===== src/rtl/mul_pkg.sv =====
package mul_pkg;
  typedef enum logic [1:0] {
    ST_IDLE  = 2'd0,
    ST_TEST  = 2'd1,
    ST_SHIFT = 2'd2,
    ST_DONE  = 2'd3
  } mul_state_e;
endpackage


===== src/rtl/mul_step_counter.sv =====
module mul_step_counter #(
  parameter int W = 4
) (
  input  logic clk,
  input  logic rst_n,
  input  logic clr,
  input  logic inc,
  output logic last
);
  localparam int CW = (W > 2) ? $clog2(W) : 1;
  localparam logic [CW-1:0] LAST_CNT = CW'(W - 1);

  logic [CW-1:0] cnt_q, cnt_d;
  logic          cnt_en;

  always_comb begin
    cnt_en = clr | inc;
    cnt_d  = clr ? '0 : cnt_q + 1'b1;
  end

  always_ff @(posedge clk or negedge rst_n) begin
    if (!rst_n)      cnt_q <= '0;
    else if (cnt_en) cnt_q <= cnt_d;
  end

  assign last = (cnt_q == LAST_CNT);
endmodule


===== src/rtl/mul_ctrl.sv =====
module mul_ctrl
  import mul_pkg::*;
(
  input  logic clk,
  input  logic rst_n,
  input  logic start,
  input  logic lsb,
  input  logic last,
  output logic ld,
  output logic ad,
  output logic sh,
  output logic busy,
  output logic done
);
  mul_state_e st_q, st_d;

  always_comb begin
    st_d = st_q;
    ld   = 1'b0;
    ad   = 1'b0;
    sh   = 1'b0;
    unique case (st_q)
      ST_IDLE, ST_DONE: begin
        if (start) begin
          ld   = 1'b1;
          st_d = ST_TEST;
        end
      end
      ST_TEST: begin
        if (lsb) begin
          ad   = 1'b1;
          st_d = ST_SHIFT;
        end else begin
          sh   = 1'b1;
          st_d = last ? ST_DONE : ST_TEST;
        end
      end
      ST_SHIFT: begin
        sh   = 1'b1;
        st_d = last ? ST_DONE : ST_TEST;
      end
      default: st_d = ST_IDLE;
    endcase
  end

  always_ff @(posedge clk or negedge rst_n) begin
    if (!rst_n) st_q <= ST_IDLE;
    else        st_q <= st_d;
  end

  assign busy = (st_q == ST_TEST) || (st_q == ST_SHIFT);
  assign done = (st_q == ST_DONE);
endmodule


===== src/rtl/mul_datapath.sv =====
module mul_datapath #(
  parameter int W = 4
) (
  input  logic           clk,
  input  logic           rst_n,
  input  logic           ld,
  input  logic           ad,
  input  logic           sh,
  input  logic [W-1:0]   mplier_i,
  input  logic [W-1:0]   mcand_i,
  output logic           lsb,
  output logic [2*W-1:0] prod
);
  localparam int AW = 2 * W + 1;

  logic [AW-1:0] acc_q, acc_d;
  logic          acc_en;
  logic [W-1:0]  mc_q;
  logic [W:0]    sum;

  always_comb begin
    sum    = {1'b0, acc_q[AW-2:W]} + {1'b0, mc_q};
    acc_en = ld | ad | sh;
    if (ld)      acc_d = {{(W+1){1'b0}}, mplier_i};
    else if (ad) acc_d = {sum, acc_q[W-1:0]};
    else         acc_d = {1'b0, acc_q[AW-1:1]};
  end

  always_ff @(posedge clk or negedge rst_n) begin
    if (!rst_n)      acc_q <= '0;
    else if (acc_en) acc_q <= acc_d;
  end

  always_ff @(posedge clk or negedge rst_n) begin
    if (!rst_n)  mc_q <= '0;
    else if (ld) mc_q <= mcand_i;
  end

  assign lsb  = acc_q[0];
  assign prod = acc_q[2*W-1:0];
endmodule


===== src/rtl/shiftadd_mul.sv =====
module shiftadd_mul #(
  parameter int W = 4
) (
  input  logic           clk,
  input  logic           rst_n,
  input  logic           start,
  input  logic [W-1:0]   mplier,
  input  logic [W-1:0]   mcand,
  output logic [2*W-1:0] product,
  output logic           done
);
  logic [1:0] rsync_q;
  logic       rst_int_n;
  logic       ld, ad, sh, busy, lsb, last;

  always_ff @(posedge clk or negedge rst_n) begin
    if (!rst_n) rsync_q <= 2'b00;
    else        rsync_q <= {rsync_q[0], 1'b1};
  end
  assign rst_int_n = rsync_q[1];

  mul_ctrl u_ctrl (
    .clk(clk), .rst_n(rst_int_n), .start(start), .lsb(lsb), .last(last),
    .ld(ld), .ad(ad), .sh(sh), .busy(busy), .done(done)
  );

  mul_step_counter #(.W(W)) u_cnt (
    .clk(clk), .rst_n(rst_int_n), .clr(ld), .inc(sh), .last(last)
  );

  mul_datapath #(.W(W)) u_dp (
    .clk(clk), .rst_n(rst_int_n), .ld(ld), .ad(ad), .sh(sh),
    .mplier_i(mplier), .mcand_i(mcand), .lsb(lsb), .prod(product)
  );
endmodule


===== config.mk =====
export PLATFORM = sky130hd
export DESIGN_NAME = shiftadd_mul
export DESIGN_NICKNAME = d
export VERILOG_FILES = /design/src/rtl/mul_pkg.sv /design/src/rtl/mul_step_counter.sv /design/src/rtl/mul_ctrl.sv /design/src/rtl/mul_datapath.sv /design/src/rtl/shiftadd_mul.sv
export SDC_FILE = /design/constraint.sdc
export NUM_CORES = 1
export LEC_CHECK = 0
export BUFFER_PORTS_ARGS = -buffer_cell sky130_fd_sc_hd__buf_4
export CORE_UTILIZATION = 54
export DETAILED_ROUTE_END_ITERATION = 6
export HOLD_SLACK_MARGIN = 0.03
export PLACE_DENSITY_LB_ADDON = 0.12
export SYNTH_ARGS = -nofsm -noshare
export SYNTH_HDL_FRONTEND = slang
export SYNTH_SLANG_ARGS = --single-unit
export TNS_END_PERCENT = 1

===== constraint.sdc =====
create_clock -name clk -period 0.8 [get_ports clk]
set_clock_uncertainty 0.1 [all_clocks]
set_input_delay 0.08 -clock clk [delete_from_list [all_inputs] [get_ports clk]]
set_output_delay 0.08 -clock clk [all_outputs]
set_load 0.005 [all_outputs]

## Word level (Yosys, flattened, before mapping)

Index checks and enable logic that the tools add are counted.

| storage, ports and cells | value |
|---|---|
| bits of input ports | 11 |
| output and inout port bits | 9 |
| register bits after elaboration | 19 |
| logic and storage cells | 33 |

| cells by class | value |
|---|---|
| reduce and logical (&&, ||, !) cells | 3 |
| $add $sub $neg | 2 |
| bitwise operators | 3 |
| multiplexer cells | 13 |
| eq/ne operators | 6 |

Operators by type and width:

| operator | count |
|---|---|
| 9-bit two-way mux | 2 |
| 2-bit two-way mux | 4 |
| 2-bit == test, second input constant | 3 |
| 2-bit one-hot mux with 3 select lines | 1 |
| 4-bit by 4-bit adder with 5-bit output | 1 |
| 1-bit two-way mux | 5 |
| 1-bit bitwise OR | 3 |
| 2-bit by 1-bit adder with 2-bit output, second input constant | 1 |
| 2-bit by 1-bit == test with 1-bit output, second input constant | 1 |
| 2-bit zero test | 1 |
| 2-bit by 1-bit inequality test with 1-bit output, second input constant | 1 |
| 2-bit inequality test, second input constant | 1 |
| 1-bit one-hot mux with 2 select lines | 1 |
| 2-bit AND reduction | 1 |
| 2-bit OR reduction | 1 |

## Longest topological paths before layout

Gate-level depths: netlist of the first run.

| depth | value |
|---|---|
| word-level depth | 6 |
| mapped depth | 7 |
| depth with buffers taken out | 7 |

## Cells and area by module

Synthesis of the first run repeated with hierarchy kept, for this count alone.

| second synthesis, totals | value |
|---|---|
| cells, all modules | 106 |
| area, all modules | 1128.6 um2 |

By module, submodules not included:

| module | area each (um2) | sequential area each (um2) | times used | cells each |
|---|---|---|---|---|
| mul_datapath | 798.3 | 325.3 | 1 | 76 |
| mul_ctrl | 187.7 | 50.0 | 1 | 20 |
| mul_step_counter | 88.8 | 50.0 | 1 | 7 |
| shiftadd_mul | 53.8 | 50.0 | 1 | 3 |

## Least setup slack after synthesis of the first run

Ideal clock, no wire load.

| timing | value |
|---|---|
| path kind | register -> register |
| start | register u_ctrl.st_q[0] |
| end | register u_dp.acc_q[1] |
| period minus slack after synthesis | 1672 ps |
| buffers on the path | 1 |
| setup time | 79 ps |
| required time | 621 ps |
| arrival time | 1493 ps |
| stages on the path, launching flop included | 8 |
| path slack | -872 ps |
| cell sequence | dfrtp_1 > inv_1 > ha_1 > buf_6 > nor2b_4 > a21o_4 > a31oi_4 > a2bb2oi_1 |

| between the ends | value |
|---|---|
| word-level cells in the longest chain between the ends | 6 |
| elaborated cells on any way between the ends | 13 |
| those cells by class | eq/ne: 4; mux: 4; bitwise: 2; reduce/logical: 3 |

RTL lines:

| what | line | text |
|---|---|---|
| from (decl) | mul_ctrl.sv:15 | `mul_state_e st_q, st_d;` |
| from (signal assigned) | mul_ctrl.sv:48 | `else st_q <= st_d;` |
| 2-bit == test or 2-bit zero test (tied branches) | mul_ctrl.sv:22 | `unique case (st_q)` |
| 2-bit OR reduction | mul_ctrl.sv:22 |  |
| 1-bit two-way mux | mul_ctrl.sv:22 |  |
| 1-bit bitwise OR (2 in series) | mul_datapath.sv:23 | `acc_en = ld \| ad \| sh;` |
| 2-bit AND reduction (no line) | n/a |  |
| to (signal assigned) | mul_datapath.sv:30 | `if (!rst_n) acc_q <= '0;` |
| to (signal assigned) | mul_datapath.sv:31 | `else if (acc_en) acc_q <= acc_d;` |
| to (decl) | mul_datapath.sv:16 | `logic [AW-1:0] acc_q, acc_d;` |

Parallel ways exist; a longest one is shown, timed or not.
A chain may end at the register's enable or synchronous reset.

## Worst setup path after layout of the first run

| timing | value |
|---|---|
| start | register u_ctrl.st_q[1] |
| end | register u_dp.acc_q[1] |

Same word-level chain as after synthesis.

==> flow_metrics.py, run 1 <==
metrics = {
    "place": {
        "dp_hpwl_um": 1740,
        "place_congestion": 0.848,
        "place_area_um2": 1450,
        "io_buffers": 19,
        "dp_slack_ns": -0.887,
    },
    "critical_path": {
        "slowest_stage": "dfrtp_1",
        "path_buf_inv": 0,
        "path_delay_family": "compound AO/OA/AOI/OAI gates",
        "critPathRequiredTime_ns": 0.94,
        "path_class": "register to register",
        "start_kind": "register",
        "worst_ep_arrival_time_ns": 1.77,
        "end_kind": "register",
        "critical_path_peak_fanout": 6,
        "worstRegToRegCells": 5,
        "r2r-start": "u_ctrl.st_q[1]",
        "crit_chain": "ha_4 > nor2b_4 > a21o_4 > a31oi_4 > a2bb2oi_2",
        "critPathMaxStageDelay_ns": 0.44,
        "rrSetupSlack_ns": -0.83,
        "r2r_end": "u_dp.acc_q[1]",
    },
    "synth": {
        "synth_xor_area_share_pct": 0.747,
        "synth.yosys.seq_area_share_pct": 40.6,
        "synth-seq-cells": 19,
        "netlist_instances": 109,
        "synthMuxAreaShare_pct": 6.40,
        "syn_area_um2": 1170,
        "synth_cell_type_count": 32,
        "synth_compound_area_share_pct": 18.7,
        "synth_fp_nets": 129,
        "synth_warnings": 0,
        "syn_area_per_cell_um2": 10.8,
        "synth_edf_count": 0,
        "synth_flop_cell": "dfrtp_1",
        "synth_simple_gate_area_share_pct": 11.2,
        "synth_top_family_by_area": "compound AO/OA/AOI/OAI gates",
        "async_flop_share_pct": 100,
        "synth_fa_ha_area_share_pct": 10.2,
    },
    "grt": {
        "grt_pass1_wl_um": 4360,
        "grt_max_degree": 18,
        "overflow": 0,
        "grt_usage_pct": 24.3,
        "grt_pass1_vias": 967,
        "antenna_found_initial": 0,
    },
    "worst_hold_path": {
        "holdPathStages": 2,
        "hold_path_class": "input pin to register",
        "hp-start": "mcand[2]",
        "min_to": "u_dp.mc_q[2]",
    },
    "run_status": {
        "violations": "hold timing, setup timing",
        "status": "finished with violations",
    },
    "timing": {
        "fmax_mhz": 615,
        "period_share_pct": 203,
        "hold_viol": 6,
        "drv_slew": 0,
        "holdWs_ns": -0.102,
        "fin_ws_ns": -0.826,
        "setup_viol": 26,
        "min_period_ns": 1.63,
        "tns_ns": -15.60,
        "rsz0062_at_grt": "yes",
    },
    "floorplan": {
        "die_y_um": 48.6,
        "ios": 20,
        "rows": 16,
        "die_width_um": 48.6,
        "initial_core_util_pct": 58.6,
        "dieArea_um2": 2360,
        "core_um2": 2000,
    },
    "route": {
        "wl_per_cell_um": 15.3,
        "ant_nets": 0,
        "dr.pass1.iters": 4,
        "viasPerCell": 5.40,
        "drt_iter0_markers": 16,
        "post-route-drc-count": 0,
        "wl_um": 2710,
        "vias": 956,
    },
    "pwr": {
        "p_sw_mw": 3.07,
        "p_total_mw": 7.64,
        "seqPwrFrac_pct": 22.1,
        "clockPowerShare_pct": 6.8,
        "p_leak_nw": 0.815,
        "ir_worst_vdd_v": 0.00321,
        "p_sw_share_pct": 40.1,
        "powerDensity_nw_per_um2": 4520,
        "intPower_mw": 4.58,
        "p_comb_share_pct": 71.1,
    },
    "final_layout": {
        "drive_above_1_share_pct": 53.3,
        "final_util_pct": 84.5,
        "final_cell_area_um2": 1690,
        "mostFrequentLayoutCell": "buf_4",
        "fin_nets": 171,
        "syn_to_final_growth_pct": 44.3,
        "insertedDiodeCount": 0,
        "final_cell_mix": "buf_4, dfrtp_1, buf_6",
    },
    "clocking": {
        "cts_root_buf": "clkbuf_4",
        "tritoncts": "yes",
        "numCtsBuffers": 3,
        "cts.path.max_buffers": 2,
        "htreeDepth": 1,
        "clock_latency_ns": 0.30,
        "cts_hold_buffers": 1,
        "numClockSinks": 19,
        "clk_pin_slew_ns": 0.12,
    },
    "run": {
        "drv_cap": 0,
    },
}
==> registers in the layout, indices dropped and copies added, names as in the netlist <==
register and count:
rsync_q 2, u_ctrl.st_q 2, u_dp.acc_q 9, u_dp.mc_q 4
u_cnt.cnt_q 2
==> synthesized netlist by cell type (2+ instances only) <==
cell | count | area, um2
o22ai_1 | 6 | 37.5
nor2_1 | 3 | 11.3
inv_1 | 7 | 26.3
mux2_2 | 4 | 45.0
nand2_1 | 11 | 41.3
ha_1 | 8 | 100
mux2i_1 | 3 | 30.0
buf_4 | 8 | 60.1
dfrtp_1 | 19 | 475
o21ai_0 | 5 | 25.0
a2bb2oi_1 | 3 | 26.3
a21oi_1 | 6 | 30.0
nor3b_1 | 2 | 15.0
buf_8 | 2 | 30.0
buf_6 | 2 | 22.5
o31ai_1 | 2 | 15.0
nor3_1 | 2 | 10.0
nor2b_1 | 2 | 12.5
==> cells by family after synthesis <==
| family | count (synthesis) |
|---|---|
| adder cells (fa/ha/maj) | 9 |
| flip-flops | 19 |
| AO/OA/AOI/OAI | 30 |
| buffers and inverters | 19 |
| multiplexers | 7 |
| XOR/XNOR | 1 |
| other | 1 |
| AND/OR/NAND/NOR | 23 |
==> per-stage QoR <==
step                      cells  hold WS [ns]
after floorplan             109        -0.316
after global placement      168        -0.238
after detailed placement    168        -0.236
after CTS                   177        -0.102
after global routing        177        -0.102
final                       177        -0.102
==> how the worst max path moves through the flow <==
stage / startpoint / endpoint / slack (ns) / cells after the start
4_1_cts: u_ctrl.st_q[1] / u_dp.acc_q[3] / -0.80 / 5
3_3_place_gp: u_ctrl.st_q[0] / u_dp.acc_q[5] / -0.87 / 6
3_5_place_dp: u_ctrl.st_q[0] / u_dp.acc_q[5] / -0.89 / 6
2_1_floorplan: u_ctrl.st_q[1] / u_dp.acc_q[2] / -0.86 / 6
6_report: u_ctrl.st_q[1] / u_dp.acc_q[1] / -0.83 / 5
5_1_grt: u_dp.acc_q[4] / u_dp.acc_q[6] / -0.89 / 7
==> power by group through the flow <==
stage | Sequential (mW) | Combinational, mW | Clock (mW)
2_1_floorplan | 1.61 | 2.88 | 0
3_3_place_gp | 1.62 | 4.05 | 0
3_5_place_dp | 1.64 | 4.12 | 0
4_1_cts | 1.65 | 4.91 | 0.518
5_1_grt | 1.73 | 5.86 | 0.550
6_report | 1.69 | 5.44 | 0.520
==> area by class of cell <==
cell class,count,area [um2]
tap,27,33.8
clock buffer,4,26.3
inverter,7,26.3
multi-input combinational,71,678
fill,108,310
sequential,19,475
timing repair buffer,49,452
==> metal layers <==
| layer | GRT usage (%) | vias up | wire length [um] |
|---|---|---|---|
| li1 | - | 460 | - |
| met1 | 32.0 | 469 | 1250 |
| met4 | 8.33 | 0 | 33 |
| met3 | 2.52 | 4 | 81 |
| met2 | 41.8 | 23 | 1340 |
| met5 | 0 | - | 0 |
==> repair_timing <==
item	CTS	global route
endpoints found under the setup margin	26	26
endpoints found under the hold margin	9	7
buffers inserted	4	0
gates resized for setup	30	16
pin swaps	3	4
(Power assumes the default switching activity.)
==> run 2, diff against run 1 <==
CORE_ASPECT_RATIO = 0.7   (was not set)
CORE_MARGIN = 5   (was not set)
==> run 2 against run 1 <==
Compared with the run above: critical endpoint is now u_dp.acc_q[3]; sequential power up 3%; utilization down 4.0 points; die area up 36%; total power down 0.36%; combinational power down 0.7%; largest power group unchanged; largest cell class unchanged; the flow still finishes with violations (hold timing, setup timing).
==> flow_metrics.py, run 2 (synthesis results as in run 1) <==
metrics = {
    "run_status": {
        "status": "finished with violations",
        "violations": "hold timing, setup timing",
    },
    "final_layout": {
        "final_cell_mix": "buf_4, dfrtp_1, buf_6",
        "layout.area.seq_um2": 477,
        "top_regs": "u_dp.acc_q (9), u_dp.mc_q (4)",
        "insertedDiodeCount": 0,
        "final_util_pct": 80.5,
        "syn_to_final_growth_pct": 44.4,
        "drive_above_1_share_pct": 53.9,
        "final_cell_count_no_fill": 176,
        "fin_nets": 173,
        "top_register": "u_dp.acc_q",
        "largest_reg_flops": 9,
        "multi_input_area_um2": 667,
        "mostFrequentLayoutCell": "buf_4",
        "fillCellCount": 131,
    },
    "clocking": {
        "numClockSinks": 19,
        "cts_root_buf": "clkbuf_4",
        "clock_latency_ns": 0.29,
        "tritoncts": "yes",
        "cts.path.max_buffers": 2,
        "clk_pin_slew_ns": 0.10,
        "htreeDepth": 1,
        "numCtsBuffers": 3,
        "cts_hold_buffers": 1,
    },
    "pwr": {
        "p_total_mw": 7.62,
        "ir_worst_vdd_v": 0.00200,
        "powerDensity_nw_per_um2": 4500,
        "p_leak_nw": 0.799,
    },
    "route": {
        "wl_per_cell_um": 15.4,
        "dr.pass1.iters": 4,
        "drt_iter0_markers": 54,
        "viasPerCell": 5.40,
        "ant_nets": 0,
        "wl_um": 2700,
        "vias": 950,
        "post-route-drc-count": 0,
    },
    "critical_path": {
        "path_buf_inv": 1,
        "critPathMaxStageDelay_ns": 0.42,
        "rrSetupSlack_ns": -0.83,
        "slowest_stage": "dfrtp_1",
        "r2r-start": "u_ctrl.st_q[0]",
        "end_kind": "register",
        "critical_path_peak_fanout": 4,
        "crit_chain": "inv_2 > ha_4 > nor2b_4 > a21o_4 > a31oi_4 > a2bb2oi_1",
        "worstRegToRegCells": 6,
        "critPathRequiredTime_ns": 0.93,
        "worst_ep_arrival_time_ns": 1.75,
        "start_kind": "register",
        "r2r_end": "u_dp.acc_q[3]",
        "path_delay_family": "compound AO/OA/AOI/OAI gates",
        "path_class": "register to register",
    },
    "grt": {
        "antenna_found_initial": 0,
        "grt_pass1_vias": 907,
        "grt_max_degree": 18,
        "overflow": 0,
        "grt_pass1_wl_um": 4230,
        "grt_usage_pct": 17.0,
    },
    "run": {
        "drv_cap": 0,
    },
    "floorplan": {
        "ios": 20,
        "die_width_um": 65.7,
        "die_y_um": 49.0,
        "core_um2": 2100,
        "dieArea_um2": 3220,
        "initial_core_util_pct": 55.8,
        "rows": 14,
    },
    "timing": {
        "period_share_pct": 204,
        "fin_ws_ns": -0.829,
        "fmax_mhz": 614,
        "tns_ns": -15.67,
        "drv_slew": 0,
        "setup_viol": 26,
        "rsz0062_at_grt": "yes",
        "holdWs_ns": -0.0875,
        "min_period_ns": 1.63,
        "hold_viol": 7,
    },
    "worst_hold_path": {
        "hp-start": "mcand[2]",
        "hold_path_class": "input pin to register",
        "holdPathStages": 2,
        "min_to": "u_dp.mc_q[2]",
    },
    "place": {
        "place_congestion": 0.782,
        "dp_cells": 164,
        "io_buffers": 19,
        "dp_hpwl_um": 1840,
    },
}
## run 2: cell types whose count changed in the layout (fill, tap and decap cells not counted), sizes merged
| cell | previous run | this run |
|---|---|---|
| buf | 48 | 50 |
## run 2: area by class of cell
class,instances,area share (%)
timing repair buffer,51,27.6
sequential,19,28.2
clock buffer,4,1.55
tap,24,1.77
inverter,7,1.55
multi-input combinational,71,39.4
## run 2: per-stage QoR
step | worst slack, ns | hold slack, ns | cell area, um2
CTS | -0.806 | -0.0967 | 1610
floorplan | -0.864 | -0.316 | 1170
global route | -0.885 | -0.0933 | 1690
finish | -0.829 | -0.0875 | 1690
global placement | -0.850 | -0.238 | 1440
detailed placement | -0.911 | -0.237 | 1440
## run 2: how the worst max path moves through the flow
stage | startpoint | endpoint | slack (ns) | cells past startpoint
detailed placement | u_ctrl.st_q[0] | u_dp.acc_q[2] | -0.91 | 6
global route | u_ctrl.st_q[0] | u_dp.acc_q[5] | -0.89 | 7
global placement | u_ctrl.st_q[0] | u_dp.acc_q[2] | -0.85 | 6
floorplan | u_ctrl.st_q[1] | u_dp.acc_q[2] | -0.86 | 6
CTS | u_ctrl.st_q[0] | u_dp.acc_q[3] | -0.81 | 6
finish | u_ctrl.st_q[0] | u_dp.acc_q[3] | -0.83 | 6
## run 2: where the power goes
group          internal [mW]  switching (mW)
registers               1.36           0.378
clock network          0.194           0.282
logic                   3.02            2.38
total                   4.57            3.04
## run 2: per-layer routing
metal | vias up | global-route usage [%] | wire length (um)
met3 | 7 | 5.07 | 149
li1 | 462 | - | -
met5 | - | 0 | 0
met2 | 27 | 27.1 | 1230
met1 | 454 | 22.9 | 1290
met4 | 0 | 3.10 | 35
## run 2: worst reg2reg max path, delay by kind of cell (launching register included)
family	cells	cell delay (ns)
adders and majority gates	1	0.22
DFF	1	0.42
buffers and inverters	1	0.09
and+or+nand+nor	1	0.15
AOI/OAI and AO/OA	3	0.58
## run 2: repair_timing
item | 4_1_cts | 5_1_grt
setup endpoints to repair | 26 | 26
pin swaps | 8 | 15
setup buffers | 5 | 2
resized for setup | 25 | 20
endpoints found under the hold margin | 10 | 10
